### src/rtl/uart_dreg_pkg.sv
package uart_dreg_pkg;

    localparam int REG_ADDR_W = 2;

    typedef enum logic [REG_ADDR_W-1:0] {
        SEL_DATA = 2'd0,
        SEL_STAT = 2'd1,
        SEL_CTRL = 2'd2,
        SEL_ECLR = 2'd3
    } reg_sel_e;

    // status bit positions
    localparam int ST_FULL = 0;
    localparam int ST_TXE  = 1;
    localparam int ST_PERR = 2;
    localparam int ST_OVR  = 3;
    localparam int ST_FERR = 4;
    localparam int ST_BAD  = 5;

    // control bit positions
    localparam int CT_IE    = 0;
    localparam int CT_SHORT = 1;
    localparam int CT_W     = 2;

endpackage

### src/rtl/uart_dreg_busdec.sv
module uart_dreg_busdec
    import uart_dreg_pkg::*;
#(
    parameter int DATA_W = 8
) (
    input  logic [REG_ADDR_W-1:0] bus_addr_i,
    input  logic                  bus_rd_i,
    input  logic                  bus_wr_i,
    input  logic [DATA_W-1:0]     rx_data_i,
    input  logic                  rx_full_i,
    input  logic                  tx_empty_i,
    input  logic                  perr_i,
    input  logic                  ovr_i,
    input  logic                  ferr_i,
    input  logic [CT_W-1:0]       ctrl_i,
    output logic                  rd_data_o,
    output logic                  wr_data_o,
    output logic                  wr_ctrl_o,
    output logic                  wr_eclr_o,
    output logic [DATA_W-1:0]     rdata_o
);

    reg_sel_e           sel;
    logic [DATA_W-1:0]  stat_view;
    logic [DATA_W-1:0]  ctrl_view;

    assign sel = reg_sel_e'(bus_addr_i);

    always_comb begin
        stat_view           = '0;
        stat_view[ST_FULL]  = rx_full_i;
        stat_view[ST_TXE]   = tx_empty_i;
        stat_view[ST_PERR]  = perr_i;
        stat_view[ST_OVR]   = ovr_i;
        stat_view[ST_FERR]  = ferr_i;
        stat_view[ST_BAD]   = perr_i | ovr_i | ferr_i;
        ctrl_view           = '0;
        ctrl_view[CT_W-1:0] = ctrl_i;
    end

    always_comb begin
        rd_data_o = 1'b0;
        wr_data_o = 1'b0;
        wr_ctrl_o = 1'b0;
        wr_eclr_o = 1'b0;
        rdata_o   = '0;
        unique case (sel)
            SEL_DATA: begin
                rdata_o   = rx_data_i;
                rd_data_o = bus_rd_i;
                wr_data_o = bus_wr_i;
            end
            SEL_STAT: rdata_o = stat_view;
            SEL_CTRL: begin
                rdata_o   = ctrl_view;
                wr_ctrl_o = bus_wr_i;
            end
            SEL_ECLR: wr_eclr_o = bus_wr_i;
            default:  rdata_o = '0;
        endcase
    end

endmodule

### src/rtl/uart_dreg_ctrl.sv
module uart_dreg_ctrl
    import uart_dreg_pkg::*;
(
    input  logic            clk,
    input  logic            rst_n,
    input  logic            wr_i,
    input  logic [CT_W-1:0] wdata_i,
    output logic            ie_o,
    output logic            short_o,
    output logic [CT_W-1:0] ctrl_o
);

    typedef struct packed {
        logic ie;
        logic short_mode;
    } ctrl_state_t;

    ctrl_state_t st_d, st_q;

    always_comb begin
        st_d = st_q;
        if (wr_i) begin
            st_d.ie         = wdata_i[CT_IE];
            st_d.short_mode = wdata_i[CT_SHORT];
        end
    end

    always_ff @(posedge clk or negedge rst_n) begin
        if (!rst_n) st_q <= '0;
        else        st_q <= st_d;
    end

    assign ie_o    = st_q.ie;
    assign short_o = st_q.short_mode;

    always_comb begin
        ctrl_o           = '0;
        ctrl_o[CT_IE]    = st_q.ie;
        ctrl_o[CT_SHORT] = st_q.short_mode;
    end

endmodule

### src/rtl/uart_dreg_rx.sv
module uart_dreg_rx #(
    parameter int DATA_W = 8
) (
    input  logic              clk,
    input  logic              rst_n,
    input  logic              rx_strobe_i,
    input  logic [DATA_W-1:0] rx_byte_i,
    input  logic              rx_perr_i,
    input  logic              rx_ferr_i,
    input  logic              short_i,
    input  logic              rd_clr_i,
    input  logic              err_clr_i,
    output logic [DATA_W-1:0] data_o,
    output logic              full_o,
    output logic              perr_o,
    output logic              ovr_o,
    output logic              ferr_o
);

    localparam int MSB = DATA_W - 1;

    typedef struct packed {
        logic [DATA_W-1:0] data;
        logic              full;
        logic              perr;
        logic              ovr;
        logic              ferr;
    } rx_state_t;

    rx_state_t         st_d, st_q;
    logic [DATA_W-1:0] shaped;
    logic              still_held;

    always_comb begin
        shaped = rx_byte_i;
        if (short_i) shaped[MSB] = 1'b0;
    end

    // the old byte survives this cycle only if nobody reads it
    assign still_held = st_q.full && !rd_clr_i;

    always_comb begin
        st_d = st_q;
        if (err_clr_i) begin
            st_d.perr = 1'b0;
            st_d.ovr  = 1'b0;
            st_d.ferr = 1'b0;
        end
        if (rx_strobe_i) begin
            st_d.perr = st_d.perr | rx_perr_i;
            st_d.ferr = st_d.ferr | rx_ferr_i;
            if (still_held) begin
                st_d.ovr = 1'b1;
            end else begin
                st_d.data = shaped;
                st_d.full = 1'b1;
            end
        end else if (rd_clr_i) begin
            st_d.full = 1'b0;
        end
    end

    always_ff @(posedge clk or negedge rst_n) begin
        if (!rst_n) st_q <= '0;
        else        st_q <= st_d;
    end

    assign data_o = st_q.data;
    assign full_o = st_q.full;
    assign perr_o = st_q.perr;
    assign ovr_o  = st_q.ovr;
    assign ferr_o = st_q.ferr;

    assert_arrival_sets_full_R3: assert property (@(posedge clk) disable iff (!rst_n)
        rx_strobe_i |=> full_o);

    assert_read_clears_full_R5: assert property (@(posedge clk) disable iff (!rst_n)
        (rd_clr_i && !rx_strobe_i) |=> !full_o);

    assert_short_masks_msb_R6: assert property (@(posedge clk) disable iff (!rst_n)
        (rx_strobe_i && short_i && !(full_o && !rd_clr_i)) |=> !data_o[MSB]);

    assert_overrun_keeps_old_R8: assert property (@(posedge clk) disable iff (!rst_n)
        (rx_strobe_i && full_o && !rd_clr_i) |=> (ovr_o && $stable(data_o)));

    assert_err_clear_R9: assert property (@(posedge clk) disable iff (!rst_n)
        (err_clr_i && !rx_strobe_i) |=> (!perr_o && !ovr_o && !ferr_o));

    assert_arrival_beats_read_R11: assert property (@(posedge clk) disable iff (!rst_n)
        (rx_strobe_i && rd_clr_i && !err_clr_i) |=> (full_o && ovr_o == $past(ovr_o)));

endmodule

### src/rtl/uart_dreg_tx.sv
module uart_dreg_tx #(
    parameter int DATA_W = 8
) (
    input  logic              clk,
    input  logic              rst_n,
    input  logic              wr_i,
    input  logic [DATA_W-1:0] wdata_i,
    input  logic              take_i,
    output logic [DATA_W-1:0] data_o,
    output logic              empty_o
);

    typedef struct packed {
        logic [DATA_W-1:0] data;
        logic              empty;
    } tx_state_t;

    localparam tx_state_t TX_RST = '{data: '0, empty: 1'b1};

    tx_state_t st_d, st_q;

    always_comb begin
        st_d = st_q;
        if (wr_i) begin
            st_d.data  = wdata_i;
            st_d.empty = 1'b0;
        end else if (take_i) begin
            st_d.empty = 1'b1;
        end
    end

    always_ff @(posedge clk or negedge rst_n) begin
        if (!rst_n) st_q <= TX_RST;
        else        st_q <= st_d;
    end

    assign data_o  = st_q.data;
    assign empty_o = st_q.empty;

    assert_take_frees_R10: assert property (@(posedge clk) disable iff (!rst_n)
        (take_i && !wr_i) |=> empty_o);

    assert_write_wins_R12: assert property (@(posedge clk) disable iff (!rst_n)
        wr_i |=> (!empty_o && data_o == $past(wdata_i)));

endmodule

### src/rtl/uart_dreg.sv
module uart_dreg
    import uart_dreg_pkg::*;
#(
    parameter int DATA_W = 8
) (
    input  logic                  clk,
    input  logic                  rst_n,
    input  logic [REG_ADDR_W-1:0] bus_addr,
    input  logic                  bus_rd,
    input  logic                  bus_wr,
    input  logic [DATA_W-1:0]     bus_wdata,
    output logic [DATA_W-1:0]     bus_rdata,
    input  logic                  rx_strobe,
    input  logic [DATA_W-1:0]     rx_byte,
    input  logic                  rx_perr,
    input  logic                  rx_ferr,
    input  logic                  tx_take,
    output logic [DATA_W-1:0]     tx_data,
    output logic                  tx_empty,
    output logic                  rx_full,
    output logic                  rx_irq,
    output logic                  rx_bad
);

    logic              rd_data, wr_data, wr_ctrl, wr_eclr;
    logic              ie, short_mode;
    logic [CT_W-1:0]   ctrl_bits;
    logic [DATA_W-1:0] rx_data;
    logic              perr, ovr, ferr;

    uart_dreg_busdec #(.DATA_W(DATA_W)) u_dec (
        .bus_addr_i (bus_addr),
        .bus_rd_i   (bus_rd),
        .bus_wr_i   (bus_wr),
        .rx_data_i  (rx_data),
        .rx_full_i  (rx_full),
        .tx_empty_i (tx_empty),
        .perr_i     (perr),
        .ovr_i      (ovr),
        .ferr_i     (ferr),
        .ctrl_i     (ctrl_bits),
        .rd_data_o  (rd_data),
        .wr_data_o  (wr_data),
        .wr_ctrl_o  (wr_ctrl),
        .wr_eclr_o  (wr_eclr),
        .rdata_o    (bus_rdata)
    );

    uart_dreg_ctrl u_ctrl (
        .clk     (clk),
        .rst_n   (rst_n),
        .wr_i    (wr_ctrl),
        .wdata_i (bus_wdata[CT_W-1:0]),
        .ie_o    (ie),
        .short_o (short_mode),
        .ctrl_o  (ctrl_bits)
    );

    uart_dreg_rx #(.DATA_W(DATA_W)) u_rx (
        .clk         (clk),
        .rst_n       (rst_n),
        .rx_strobe_i (rx_strobe),
        .rx_byte_i   (rx_byte),
        .rx_perr_i   (rx_perr),
        .rx_ferr_i   (rx_ferr),
        .short_i     (short_mode),
        .rd_clr_i    (rd_data),
        .err_clr_i   (wr_eclr),
        .data_o      (rx_data),
        .full_o      (rx_full),
        .perr_o      (perr),
        .ovr_o       (ovr),
        .ferr_o      (ferr)
    );

    uart_dreg_tx #(.DATA_W(DATA_W)) u_tx (
        .clk     (clk),
        .rst_n   (rst_n),
        .wr_i    (wr_data),
        .wdata_i (bus_wdata),
        .take_i  (tx_take),
        .data_o  (tx_data),
        .empty_o (tx_empty)
    );

    assign rx_irq = rx_full & ie;
    assign rx_bad = perr | ovr | ferr;

    assert_irq_needs_full_R4: assert property (@(posedge clk) disable iff (!rst_n)
        rx_irq |-> rx_full);

    assert_irq_drops_on_read_R4: assert property (@(posedge clk) disable iff (!rst_n)
        (bus_rd && bus_addr == SEL_DATA && !rx_strobe) |=> !rx_irq);

endmodule

### config.mk
export PLATFORM = sky130hd
export DESIGN_NAME = uart_dreg
export DESIGN_NICKNAME = d
export VERILOG_FILES = /design/src/rtl/uart_dreg_pkg.sv /design/src/rtl/uart_dreg_busdec.sv /design/src/rtl/uart_dreg_ctrl.sv /design/src/rtl/uart_dreg_rx.sv /design/src/rtl/uart_dreg_tx.sv /design/src/rtl/uart_dreg.sv
export SDC_FILE = /design/constraint.sdc
export NUM_CORES = 1
export LEC_CHECK = 0
export ABC_AREA = 1
export BUFFER_PORTS_ARGS = -buffer_cell sky130_fd_sc_hd__clkbuf_2
export CORE_MARGIN = 2
export CORE_UTILIZATION = 45
export CTS_BUF_LIST = sky130_fd_sc_hd__clkbuf_8
export DETAILED_ROUTE_END_ITERATION = 10
export HOLD_SLACK_MARGIN = 0.06
export PLACE_DENSITY = 0.75
export REMOVE_ABC_BUFFERS = 1
export SYNTH_ARGS = -nofsm -noshare
export SYNTH_HDL_FRONTEND = slang
export SYNTH_HIERARCHICAL = 1
export SYNTH_SLANG_ARGS = --single-unit
### constraint.sdc
create_clock -name clk -period 1 [get_ports clk]
set_input_delay 0.3 -clock clk [delete_from_list [all_inputs] [get_ports clk]]
set_output_delay 0.3 -clock clk [all_outputs]
set_load 0.02 [all_outputs]
==> PnR_summary.wiki <==
{| class="wikitable"
! Metric !! Value
|-
| Dominant cell type by count on the critical path || sky130_fd_sc_hd__nand3_2
|-
| Failing checks || negative setup slack
|-
| Via Count || 1,153
|-
| Standard-cell row count || 18
|-
| Final critical-path share of the clock period || 142%
|-
| IO Pins || 46
|-
| Uppermost routed layer || met4
|-
| Clock latency of the later-clocked register in the worst-skew pair || roughly 0.26 ns
|-
| Post-synthesis register bit count || 23
|-
| Final Max Slew Viols || 0
|-
| Final TNS setup || -5.24 ns
|-
| Number of nets with antenna violations after detailed routing || 0
|-
| Hold path startpoint || bus_wdata[4]
|-
| Startpoint of the worst-slack reg-to-reg timing path || u_rx/full_o$_DFFE_PN0P_
|-
| Maximum clock rate || 703 MHz
|-
| Switching share of total power || between 30% and 40%
|-
| Min-Delay Path Class || in -> reg
|-
| Global-route wire length before repair || 4580 microns
|-
| # Max-Cap Violations || 0
|-
| Area added between synthesis and finish || 71.1%
|-
| Worst Hold End || u_tx/data_o[4]$_DFFE_PN0P_
|-
| Worst endpoint required time || 0.70 ns
|-
| Last weighted congestion value of the routability-driven placer || 0.843
|-
| Synthesized area || 1120 sq um
|-
| Estimated wirelength of the detail-placed design || 2100 microns
|-
| Quantity of I/O buffers inserted on ports || 45
|-
| Switching power || 908 uW
|-
| Via density per instance || 4.78
|-
| Total detailed-routing wirelength || 3340 microns
|-
| Share of total power in the clock network || 20.8%
|-
| Height of the die || around 54 microns
|-
| Largest stage delay on the critical path || 0.56 ns
|-
| Wire length on met3 || 152 microns
|-
| Post-detailed-route wirelength per cell || 13.9 microns
|-
| Overall track demand over capacity in global routing || 22.1%
|-
| Yosys warning total || 6
|-
| Critical-path maximum fanout || 2
|-
| Reg area || between 500 and 600 sq um
|-
| Clock tree root buffer cell || sky130_fd_sc_hd__clkbuf_8
|-
| Standard cell with the maximum stage delay on the critical path || sky130_fd_sc_hd__dfstp_2
|-
| Kind of end point of the critical path || output port
|-
| Worst-case setup margin in the final layout || -0.422 ns
|-
| Result of the run || complete, but fails checks
|-
| Core region area || 2410 sq um
|-
| Cell Chain, Critical Path || nand3_2 -> nand3_2 -> buf_8
|-
| Detailed Route Iter0 Violations || 17
|-
| Deepest clock path buffer count || 2
|-
| Element type at the critical path start || register
|-
| DRT Pass-1 Iters || 4
|-
| Maximum number of pins on one net before global-route repair || 24
|-
| Logic gate share of total power || 34.7%
|-
| Post-synthesis cell count || approximately 140
|-
| Register area share after synthesis || 51.6%
|-
| Total CTS buffers || 3
|-
| Measured slew at the worst slew-check pin || roughly 0.28 ns
|-
| Antenna diode instance count || 0
|-
| Proportion of layout cells with a drive suffix above 1 || 55.9%
|-
| Internal power || roughly 1800 uW
|-
| Number of sinks handled by clock tree synthesis || 23
|-
| Clk pin slew, worst setup/hold paths || ~0.090 ns
|-
| Global route total overflow || 0
|-
| Synthesized area divided by synthesized cell count || ~8 sq um
|-
| Leak Pwr || 0.00104 uW
|-
| Fill cell total of the finished layout || 148
|-
| Final setup viols || 33
|-
| Worst path buffer plus inverter count || 1
|-
| DRC viols || 0
|-
| Clock Skew || around 0.006 ns
|-
| Sequential share of power || 44.5%
|-
| Instance count along the most critical hold path || 3
|-
| Initial standard-cell utilization of the core || 46.4%
|-
| R2R depth || 5
|-
| Max VDD drop || 0.00138 V
|-
| TritonCTS clock tree || built
|-
| Htree depth || 1
|-
| Headroom to the max-slew limit || 81.3%
|-
| RSZ-0062 raised after global routing || yes
|-
| Smallest hold slack || roughly 0.24 ns
|-
| Net total in the final layout || 238
|-
| Kind of cell adding the most delay to the critical path || flip-flops
|-
| CP Data Arrival Time || 1.12 ns
|-
| Shortest clock period the worst path allows after layout || 1.42 ns
|-
| Number of antenna violations at the first check in global routing || 0
|-
| Final Hold Violating Endpoints || 0
|-
| Multi-input combinational cell area || 564 sq um
|-
| Sum of routed wire segments on met1 || 1330 microns
|-
| Critical path type || reg -> out
|-
| Number of global-route vias before repair || 1,069
|-
| Metal2 WL || roughly 1800 microns
|-
| Minimum setup slack among reg-to-reg paths || 0 ns
|-
| Area of the die || 2900 sq um
|-
| Post-synth cell types || 15
|-
| Die width || about 54 microns
|-
| Areal power density over the cells || 1440 nW/um^2
|-
| Critical R2R Capture || u_rx/data_o[6]$_DFFE_PN0P_
|}
## flip-flops by register name, indices dropped and copies added, names as in the netlist
name,count
u_rx/data_o,8
u_rx/full_o,1
u_ctrl/ie_o,1
u_rx/ferr_o,1
u_rx/perr_o,1
u_tx/empty_o,1
u_tx/data_o,8
u_rx/ovr_o,1
u_ctrl/short_o,1
## worst register-to-register path, delay by kind of cell (launching register included)
kind                   cells  cell delay (ns)
and+or+nand+nor            4             0.31
buffers and inverters      1             0.14
DFF                        1             0.45
## power groups by stage
stage	clock (uW)	sequential [uW]	combinational, uW
4_1_cts	581	1190	769
2_1_floorplan	0	1250	273
6_report	573	1230	955
3_3_place_gp	0	1200	629
5_1_grt	630	1240	1030
3_5_place_dp	0	1200	650
## metal layers
layer  GRT usage (%)  up-vias
li1                -      564
met1            24.9      543
met2            40.4       42
met3            4.72        4
met4            7.69        0
met5               0        -
## how the worst max path moves through the flow
stage                             startpoint                    endpoint  slack [ns]  cells after the start
finish              u_tx/empty_o$_DFFE_PN1P_                bus_rdata[1]       -0.42                      3
global route            u_rx/ovr_o$_DFF_PN0_                bus_rdata[5]       -0.46                      5
CTS                 u_tx/empty_o$_DFFE_PN1P_                bus_rdata[1]       -0.41                      3
detailed placement               bus_addr[1]  u_rx/data_o[6]$_DFFE_PN0P_       -0.34                      9
global placement                 bus_addr[1]  u_rx/data_o[7]$_DFFE_PN0P_       -0.27                      9
floorplan                        bus_addr[1]  u_tx/data_o[0]$_DFFE_PN0P_       -0.26                      6
## timing repair
item,CTS,global route
setup endpoints to repair,29,37
resized for setup,38,78
pin swaps,9,22
gates cloned,1,0
endpoints found under the hold margin,22,0
hold buffers,1,0
setup buffers,6,1
## Yosys cell counts
library cell | count | area, sq um
sky130_fd_sc_hd__buf_4 | 2 | 15.0
sky130_fd_sc_hd__buf_6 | 3 | 33.8
sky130_fd_sc_hd__dfrtp_1 | 22 | 551
sky130_fd_sc_hd__dfstp_2 | 1 | 26.3
sky130_fd_sc_hd__inv_1 | 16 | 60.1
sky130_fd_sc_hd__inv_2 | 3 | 11.3
sky130_fd_sc_hd__nand2_1 | 64 | 240
sky130_fd_sc_hd__nand2_2 | 3 | 18.8
sky130_fd_sc_hd__nand3_1 | 12 | 60.1
sky130_fd_sc_hd__nand3_2 | 2 | 20.0
sky130_fd_sc_hd__nor2_1 | 9 | 33.8
sky130_fd_sc_hd__nor2_4 | 1 | 11.3
sky130_fd_sc_hd__nor3_1 | 2 | 10.0
sky130_fd_sc_hd__o21ai_0 | 3 | 15.0
sky130_fd_sc_hd__o22ai_2 | 1 | 12.5
## cell families (layout without fill, tap and decap cells)
group,after synthesis,count (layout),share of synthesized area (%)
buf+inv,24,91,10.7
simple gates,93,93,35.2
compound gates,4,4,2.46
flops,23,23,51.6
## metrics by stage
stage / total power (uW) / setup slack (ns) / cell area (sq um) / cells / utilization (%)
detailed placement: 1850 / -0.335 / 1480 / 230 / 61.3
CTS: 2540 / -0.406 / 1720 / 241 / 71.3
global placement: 1830 / -0.270 / 1480 / 230 / 61.3
floorplan: 1520 / -0.256 / 1070 / 139 / -
finish: 2750 / -0.422 / 1910 / 241 / 79.4
global route: 2900 / -0.456 / 1910 / 241 / 79.4
## cell type report
type / count / share of cell area, %
timing repair buffer: 68 / 32.1
sequential: 23 / 30.2
multi-input combinational: 97 / 29.5
inverter: 19 / 3.86
clock buffer: 3 / 2.16
tap: 30 / 1.96
clock inverter: 1 / 0.261
## cell usage in the layout, fill, tap and decap left out, drive strengths merged
| cell type | n |
|---|---|
| o22ai | 1 |
| clkinv | 1 |
| dfstp | 1 |
| nor3 | 2 |
| o21ai | 3 |
| inv | 19 |
| buf | 40 |
| dlygate4sd3 | 1 |
| nand3 | 14 |
| clkbuf | 30 |
| nor2 | 10 |
| nand2 | 67 |
| dfrtp | 22 |
No activity file was read; power rests on OpenSTA's default activity.
